===== src/rtl/zol_pkg.sv =====
package zol_pkg;
  parameter int unsigned LOOP_AW = 16;
  parameter int unsigned LOOP_CW = 16;

  typedef enum logic {
    END_ON_COUNT = 1'b0,
    END_ON_FLAG  = 1'b1
  } loop_mode_e;

  typedef struct packed {
    logic [LOOP_AW-1:0] first_addr;
    logic [LOOP_AW-1:0] last_addr;
    logic [LOOP_CW-1:0] remain;
    loop_mode_e         mode;
  } loop_ent_t;
endpackage


===== src/rtl/zol_stack.sv =====
module zol_stack
  import zol_pkg::*;
#(
  parameter int unsigned DEPTH = 4,
  localparam int unsigned SPW = $clog2(DEPTH + 1),
  localparam int unsigned IW  = (DEPTH > 1) ? $clog2(DEPTH) : 1
) (
  input  logic               clk,
  input  logic               rst_n,
  input  logic               adv,
  input  logic               pop,
  input  logic               push,
  input  logic               upd,
  input  logic [LOOP_CW-1:0] upd_remain,
  input  loop_ent_t          push_ent,
  output loop_ent_t          top_ent,
  output logic [SPW-1:0]     depth
);
  logic [SPW-1:0] sp_q, sp_mid, sp_d;
  logic [IW-1:0]  top_idx;
  loop_ent_t      ent_q [DEPTH];

  always_comb begin
    sp_mid = pop  ? sp_q - 1'b1   : sp_q;
    sp_d   = push ? sp_mid + 1'b1 : sp_mid;
  end

  always_ff @(posedge clk or negedge rst_n) begin
    if (!rst_n)   sp_q <= '0;
    else if (adv) sp_q <= sp_d;
  end

  for (genvar i = 0; i < DEPTH; i++) begin : g_ent
    logic      wr;
    loop_ent_t ent_d;
    always_comb begin
      wr    = 1'b0;
      ent_d = ent_q[i];
      if (push && sp_mid == SPW'(i)) begin
        wr    = 1'b1;
        ent_d = push_ent;
      end else if (upd && sp_q == SPW'(i + 1)) begin
        wr           = 1'b1;
        ent_d.remain = upd_remain;
      end
    end
    always_ff @(posedge clk) begin
      if (adv && wr) ent_q[i] <= ent_d;
    end
  end

  always_comb begin
    top_idx = IW'(sp_q - 1'b1);
    top_ent = ent_q[top_idx];
  end
  assign depth = sp_q;

  assert_pop_nonempty_R4: assert property (@(posedge clk) disable iff (!rst_n)
    (adv && pop) |-> (sp_q != '0));
  assert_depth_bound_R8: assert property (@(posedge clk) disable iff (!rst_n)
    sp_q <= SPW'(DEPTH));
  assert_push_room_R8: assert property (@(posedge clk) disable iff (!rst_n)
    (adv && push) |-> (sp_mid < SPW'(DEPTH)));
endmodule


===== src/rtl/zol_endchk.sv =====
module zol_endchk
  import zol_pkg::*;
(
  input  logic               fetch_valid,
  input  logic [LOOP_AW-1:0] fetch_pc,
  input  logic               top_valid,
  input  loop_ent_t          top_ent,
  input  logic               loop_flag,
  output logic               wrap,
  output logic               leave,
  output logic               dec,
  output logic [LOOP_CW-1:0] dec_remain
);
  logic hit, done;

  always_comb begin
    hit        = fetch_valid && top_valid && (fetch_pc == top_ent.last_addr);
    done       = (top_ent.mode == END_ON_FLAG) ? loop_flag
                                               : (top_ent.remain <= LOOP_CW'(1));
    wrap       = hit && !done;
    leave      = hit && done;
    dec        = wrap && (top_ent.mode == END_ON_COUNT);
    dec_remain = top_ent.remain - 1'b1;
  end
endmodule


===== src/rtl/zol_seq.sv =====
module zol_seq
  import zol_pkg::*;
#(
  parameter int unsigned DEPTH = 4,
  localparam int unsigned SPW = $clog2(DEPTH + 1)
) (
  input  logic               clk,
  input  logic               rst_n,
  input  logic               fetch_valid,
  input  logic [LOOP_AW-1:0] fetch_pc,
  input  logic               setup_valid,
  input  logic [LOOP_AW-1:0] setup_start,
  input  logic [LOOP_AW-1:0] setup_end,
  input  logic [LOOP_CW-1:0] setup_count,
  input  logic               setup_mode,
  input  logic               loop_flag,
  output logic [LOOP_AW-1:0] next_pc,
  output logic               setup_reject,
  output logic [SPW-1:0]     loop_depth
);
  loop_ent_t          top_ent, new_ent;
  logic               wrap, leave, dec, do_push, skip, setup_live;
  logic [LOOP_CW-1:0] dec_remain;
  logic [SPW-1:0]     depth, room_depth;

  zol_endchk u_endchk (
    .fetch_valid (fetch_valid),
    .fetch_pc    (fetch_pc),
    .top_valid   (depth != '0),
    .top_ent     (top_ent),
    .loop_flag   (loop_flag),
    .wrap        (wrap),
    .leave       (leave),
    .dec         (dec),
    .dec_remain  (dec_remain)
  );

  always_comb begin
    new_ent.first_addr = setup_start;
    new_ent.last_addr  = setup_end;
    new_ent.remain     = setup_count;
    new_ent.mode       = loop_mode_e'(setup_mode);
    setup_live   = fetch_valid && setup_valid;
    skip         = setup_live && (setup_count == '0);
    room_depth   = leave ? depth - 1'b1 : depth;
    setup_reject = setup_live && !skip && (room_depth == SPW'(DEPTH));
    do_push      = setup_live && !skip && !setup_reject;
    if (skip)      next_pc = setup_end + 1'b1;
    else if (wrap) next_pc = top_ent.first_addr;
    else           next_pc = fetch_pc + 1'b1;
  end

  zol_stack #(.DEPTH(DEPTH)) u_stack (
    .clk        (clk),
    .rst_n      (rst_n),
    .adv        (fetch_valid),
    .pop        (leave),
    .push       (do_push),
    .upd        (dec),
    .upd_remain (dec_remain),
    .push_ent   (new_ent),
    .top_ent    (top_ent),
    .depth      (depth)
  );

  assign loop_depth = depth;

  assert_reject_hold_R8: assert property (@(posedge clk) disable iff (!rst_n)
    setup_reject |=> (loop_depth == $past(loop_depth)));
  assert_count_dec_R3: assert property (@(posedge clk) disable iff (!rst_n)
    (dec && !do_push) |=> (top_ent.remain == $past(top_ent.remain) - 1'b1));
  assert_skip_nopush_R6: assert property (@(posedge clk) disable iff (!rst_n)
    (skip && !leave) |=> (loop_depth == $past(loop_depth)));
  assert_stall_hold_R9: assert property (@(posedge clk) disable iff (!rst_n)
    !fetch_valid |=> (loop_depth == $past(loop_depth)));
endmodule


===== config.mk =====
export PLATFORM = sky130hd
export DESIGN_NAME = zol_seq
export DESIGN_NICKNAME = d
export VERILOG_FILES = /design/src/rtl/zol_pkg.sv /design/src/rtl/zol_stack.sv /design/src/rtl/zol_endchk.sv /design/src/rtl/zol_seq.sv
export SDC_FILE = /design/constraint.sdc
export NUM_CORES = 1
export LEC_CHECK = 0
export ABC_AREA = 1
export BUFFER_PORTS_ARGS = -buffer_cell sky130_fd_sc_hd__buf_2
export CAP_MARGIN = 20
export CELL_PAD_IN_SITES_DETAIL_PLACEMENT = 1
export CELL_PAD_IN_SITES_GLOBAL_PLACEMENT = 1
export CORE_UTILIZATION = 40
export CTS_BUF_LIST = sky130_fd_sc_hd__clkbuf_8
export DETAILED_ROUTE_END_ITERATION = 6
export PLACE_DENSITY_LB_ADDON = 0.1
export SYNTH_ARGS = -nofsm -noshare
export SYNTH_HDL_FRONTEND = slang
export SYNTH_SLANG_ARGS = --single-unit

===== constraint.sdc =====
create_clock -name clk -period 5.4 [get_ports clk]
set_input_delay 0.54 -clock clk [delete_from_list [all_inputs] [get_ports clk]]
set_output_delay 0.54 -clock clk [all_outputs]
set_load 0.05 [all_outputs]

== After elaboration in Yosys (flattened, before gate mapping) ==
Memory sizes are Yosys's and may differ from the RTL's.
Index checks and enable logic that the tools add are counted.

* Bitwise logic cells: 1
* Muxes and demuxes: 43
* Reductions and logical operators: 38
* Add/subtract/negate cells: 5
* Equal/unequal tests: 17
* Magnitude comparators: 1

{| class="wikitable"
|+ Operators by type and width
! kind !! number
|-
| $mux 16 || 10
|-
| $mux 32 || 4
|-
| $mux 49 || 2
|-
| $reduce_or 49->1 || 2
|-
| $add 16x1->16 const B || 2
|-
| $logic_and 1x1->1 || 22
|-
| $mux 1 || 21
|-
| $eq 16x16->1 || 1
|-
| $le 16x1->1 const B || 1
|-
| $logic_not 16->1 || 1
|-
| $reduce_and 2->1 || 8
|-
| $sub 16x1->16 const B || 1
|-
| $eq 3x2->1 const B || 4
|-
| $mux 2 || 4
|-
| $ne 2x2->1 const B || 4
|-
| $eq 3x1->1 const B || 2
|-
| $eq 3x3->1 const B || 2
|-
| $mux 3 || 2
|-
| $ne 1x1->1 const B || 4
|-
| $add 3x1->3 const B || 1
|-
| $logic_not 1->1 || 3
|-
| $logic_not 3->1 || 1
|-
| $reduce_bool 3->1 || 1
|-
| $sub 3x1->3 const B || 1
|-
| $not 1->1 || 1
|}

* Logic and storage cells: 107
* Input bits: 70
* RAM bits: 196
* Memories kept: 1
* Bits in registers: 3

{| class="wikitable"
|+ Memory list
! name !! words !! bits a word !! read ports !! clocked after Yosys merged registers in !! write ports !! RTL line !! source
|-
| u_stack.ent_q || 4 || 49 || 1 || 0 || 2 || zol_stack.sv:21 || <nowiki>loop_ent_t ent_q [DEPTH];</nowiki>
|}

== Logic depth before layout (Yosys ltp) ==
An unclocked memory read counts as a cell.

* Word-level depth: 18
* Depth in mapped cells: 29

== Modules after synthesis ==
From an unflattened synthesis, not the netlist that was laid out.

* Cells, all modules: 1129
* Area total of the unflattened synthesis: 10427.5 um^2

{| class="wikitable"
|+ By module, submodules not included
! module !! sequential area each (um^2) !! cells an instance !! times used !! area each (um^2)
|-
| zol_stack || 5960.7 || 721 || 1 || 8476.9
|-
| zol_seq || 0.0 || 264 || 1 || 1266.2
|-
| zol_endchk || 0.0 || 144 || 1 || 684.4
|}

== Worst setup path after synthesis ==
OpenSTA, ideal clock, no wires.

* Path kind: flip-flop to flip-flop
* From: register u_stack.sp_q[0] (netlist: u_stack.depth[0])
* To: memory u_stack.ent_q[3][0] (netlist bit), enable pin
* Arrival: 5210 ps
* Path slack: -197 ps
* Stages on the path, launching flop included: 27
* Setup time: 388 ps
* Data required time: 5012 ps
* Clock period less this slack: 5597 ps
* Buffers on the path: 9
* Cell sequence: dfrtp_1 -> buf_6 -> inv_4 -> buf_6 -> buf_6 -> buf_2 -> buf_1 -> ha_1 -> inv_2 -> buf_2 -> clkbuf_1 -> a32o_1 -> ha_1 -> o21ai_1 -> nor2_1 -> nand2_1 -> o21ai_2 -> nand3_2 -> nand2_1 -> nand2_1 -> inv_2 -> ha_1 -> ha_1 -> clkbuf_1 -> nand3_4 -> buf_4 -> inv_1

{| class="wikitable"
|+ RTL lines
! element !! RTL line !! source
|-
| start: declaration || zol_stack.sv:19 || <nowiki>logic [SPW-1:0] sp_q, sp_mid, sp_d;</nowiki>
|-
| start signal: assignment || zol_stack.sv:30 || <nowiki>else if (adv) sp_q <= sp_d;</nowiki>
|-
| end: declaration || zol_stack.sv:21 ||
|}

== Worst setup path in the final report ==
* From: register u_stack.sp_q[0] (netlist: u_stack.depth[0])
* To: output next_pc[10]

* Cells in the longest elaborated chain, start to end: 8

{| class="wikitable"
|+ Ends and longest elaborated chain
! element !! RTL line !! source
|-
| $sub 3x1->3 || zol_stack.sv:53 || <nowiki>top_idx = IW'(sp_q - 1'b1);</nowiki>
|-
| $mem_v2 4x49 || -- ||
|-
| $le 16x1->1 || zol_endchk.sv:19 || <nowiki>: (top_ent.remain <= LOOP_CW'(1));</nowiki>
|-
| $mux 1 || zol_endchk.sv:18 || <nowiki>done = (top_ent.mode == END_ON_FLAG) ? loop_flag</nowiki>
|-
| $logic_not 1->1 || zol_endchk.sv:20 || <nowiki>wrap = hit && !done;</nowiki>
|-
| $logic_and 1x1->1 || zol_endchk.sv:20 ||
|-
| $mux 16 * || zol_seq.sv:49 || <nowiki>else if (wrap) next_pc = top_ent.first_addr;</nowiki>
|-
| $mux 16 * || zol_seq.sv:48 || <nowiki>if (skip) next_pc = setup_end + 1'b1;</nowiki>
|-
| end: declaration || zol_seq.sv:17 || <nowiki>output logic [LOOP_AW-1:0] next_pc,</nowiki>
|}

Mark *: on every way between the ends. The rest lies on a longest branch, timed or not.

==> metrics.yaml <==
synth_top_flop_cell: "edfxtp_1"
numCtsBuffers: 17
power.switching_fraction_pct: 44.7
start_kind: "flip-flop"
p_int_w: 0.00326
start_util_pct: 40.6
syn-instance-count: 1064
synth_edf_count: 196
postCtsSetupRepairBufs: 0
outcome: "complete, no violations"
cts_buffer_depth: 2
ys_seq_area_share_pct: 58.6
synth-async-reset-ratio_pct: 1.51
die-height_um: 161
synth_area_leaders: "edfxtp_1 (58%), nand2_1 (13%), nand3_1 (5.0%), o21ai_0 (2.9%), xor2_1 (2.8%)"
ys.warnings.count: 0
cap_violations: 0
ys_types: 41
setup_viol: 0
critPathBufInv: 6
path_class: "flip-flop to output pin"
cp-end-kind: "output pin"
via_per_inst: 5.34
fill_cells: 2881
clk_pin_slew_ns: 0.13
p_per_area_nw_per_um2: 518
wl_per_cell_um: 20.6
netlist_area_um2: 10200
cp.required_ns: 4.86
period_needed_ns: 5.00
synth.top_cell.area_share_pct: 57.9
drc: 0
finalWirelength_mm: 30.5
vias: 7923
die_x_um: 161
finalSetupTns_ns: 0
grt_pass1_vias: 8164
nets: 1225
grt_remaining_overflow: 0
finalCritPeriodShare_pct: 92.7
worst_slew_pin_slew_ns: 0.926
portBuffers: 89
skew_ns: 0.0279
rows: 58
cts_tree: "done"
routabilityCongestion: 0.848
die_area_um2: 26100
drtIter0Drc: 525
clock_power_share_pct: 18.0
grt_pass1_wl_mm: 47.9
root_buffer: "clkbuf_8"
ios: 90
hpwl_mm: 19.6
grtUsageTotal_pct: 24.4
critPathMaxFanout: 34
syn_to_final_growth_pct: 12.1
max_freq_ghz: 0.200
core_um2: 25000
slew_headroom_pct: 38.2
antenna_left: 0
drive_gt1_share_pct: 14.5
cp_slowest_cell: "dfrtp_4"
peakVddDrop_uv: 264
worstPathArrival_ns: 4.46
finalPower_w: 0.00590
path_delay_family: "buffers and inverters"
combinationalPowerShare_pct: 46.3
finalHoldViolCount: 0
grt_max_degree: 102
insertion_delay_ns: 0.50
drv_slew: 0
rsz0062_at_grt: "no"
p_sw_w: 0.00264
antenna_found_initial: 0
seq_power_share_pct: 35.7
max_stage_delay_ns: 0.71
first_pass_iters: 5
syn_area_per_cell_um2: 9.56
yosys.area.top_type: "edfxtp_1"
n_antenna_cell: 0
worstPathCellList: "inv_4, ha_2, inv_4, a21oi_1, a32oi_1, inv_1, ha_1, o21ai_1, nor2_1, nand2_1, o21ai_2, inv_1, nand3_2, clkinv_2, o21ai_0, nand2_1, o21ai_0, buf_2"
htreeDepth: 4
hp-class: "input port to flip-flop"
cts.sinks: 199
synth_seq_cells: 199
p_leak_nw: 4.62
synth_nets: 1147
[area by class of cell]
type / count / area (um2) / area share (%)
clock buffer: 17 / 234 / 2.05
timing repair buffer: 110 / 643 / 5.64
multi-input combinational: 752 / 3690 / 32.4
inverter: 62 / 243 / 2.13
tap: 330 / 413 / 3.62
sequential: 199 / 5960 / 52.3
clock inverter: 15 / 214 / 1.88
[sequential cells by signal, indices dropped and copies added, names as in the netlist]
name	cells
u_stack.ent_q	196
u_stack.depth	3
[placed cells by master (no fill, tap or decap), drive strengths merged, types with 4 or more instances in the layout]
master,n
xor2,32
o22ai,16
clkinv,8
nor3,5
ha,13
buf,109
nor2,72
nor4,4
inv,67
nand3,109
nand4,25
nand2,351
o21ai,94
a21oi,8
edfxtp,196
xnor2,6
clkbuf,17
[synth_stat cells (all sizes together), types with 5 or more instances]
cell,instances
a21oi,8
buf,37
clkbuf,14
edfxtp,196
ha,13
inv,62
nand2,351
nand3,109
nand4,25
nor2,72
nor3,5
o21ai,94
o22ai,16
xnor2,6
xor2,32
[through the flow]
step | instances | hold WS (ns) | cell area [um2] | worst slack (ns) | util, %
floorplan | 1064 | 0.244 | 10200 | 0.0722 | -
global placement | 1452 | 0.345 | 10900 | 0.685 | 43.7
detailed placement | 1452 | 0.345 | 10900 | 0.708 | 43.7
CTS | 1485 | 0.222 | 11400 | 0.161 | 45.5
global route | 1485 | 0.213 | 11400 | 0.0206 | 45.6
finish | 1485 | 0.245 | 11400 | 0.395 | 45.6
[logic make-up after synthesis]
family,after synthesis,share of synthesized area (%)
AO/OA/AOI/OAI,129,6.95
XOR/XNOR,38,3.27
adder cells (fa/ha/maj),13,1.60
buffers and inverters,113,5.12
flip-flops,199,58.6
AND/OR/NAND/NOR,572,24.5
[worst paths after layout]
kind                                           from                    to  slack, ns  cells after the start
worst max-delay path               u_stack.depth[0]           next_pc[10]       0.40                     18
worst min-delay path                setup_start[11]  u_stack.ent_q[1][44]       0.24                      1
worst max register to register     u_stack.depth[0]  u_stack.ent_q[3][33]       1.00                     19
worst min register to register  u_stack.ent_q[3][1]   u_stack.ent_q[0][1]       0.94                      5
max in group asynchronous                     rst_n      u_stack.depth[0]       4.89                      2
min in group asynchronous                     rst_n      u_stack.depth[0]       0.38                      2
[routing by layer]
metal / global-route usage, % / wire (um)
met1: 36.1 / 15000
met3: 3.18 / 1310
met5: 0 / 0
met4: 5.10 / 255
met2: 38.3 / 13900
[power groups by stage]
stage / Clock [W] / Combinational (W) / Sequential (W)
6_report: 0.00106 / 0.00274 / 0.00211
3_3_place_gp: 0 / 0.00268 / 0.00214
5_1_grt: 0.00113 / 0.00310 / 0.00212
2_1_floorplan: 0 / 0.00189 / 0.00213
4_1_cts: 0.00109 / 0.00276 / 0.00211
3_5_place_dp: 0 / 0.00273 / 0.00215
[repair_timing]
item,4_1_cts,5_1_grt
endpoints found under the setup margin,0,12
resized for setup,0,3
hold endpoints to repair,3,0
hold buffers,1,0
Power figures use the tool's default switching activity.
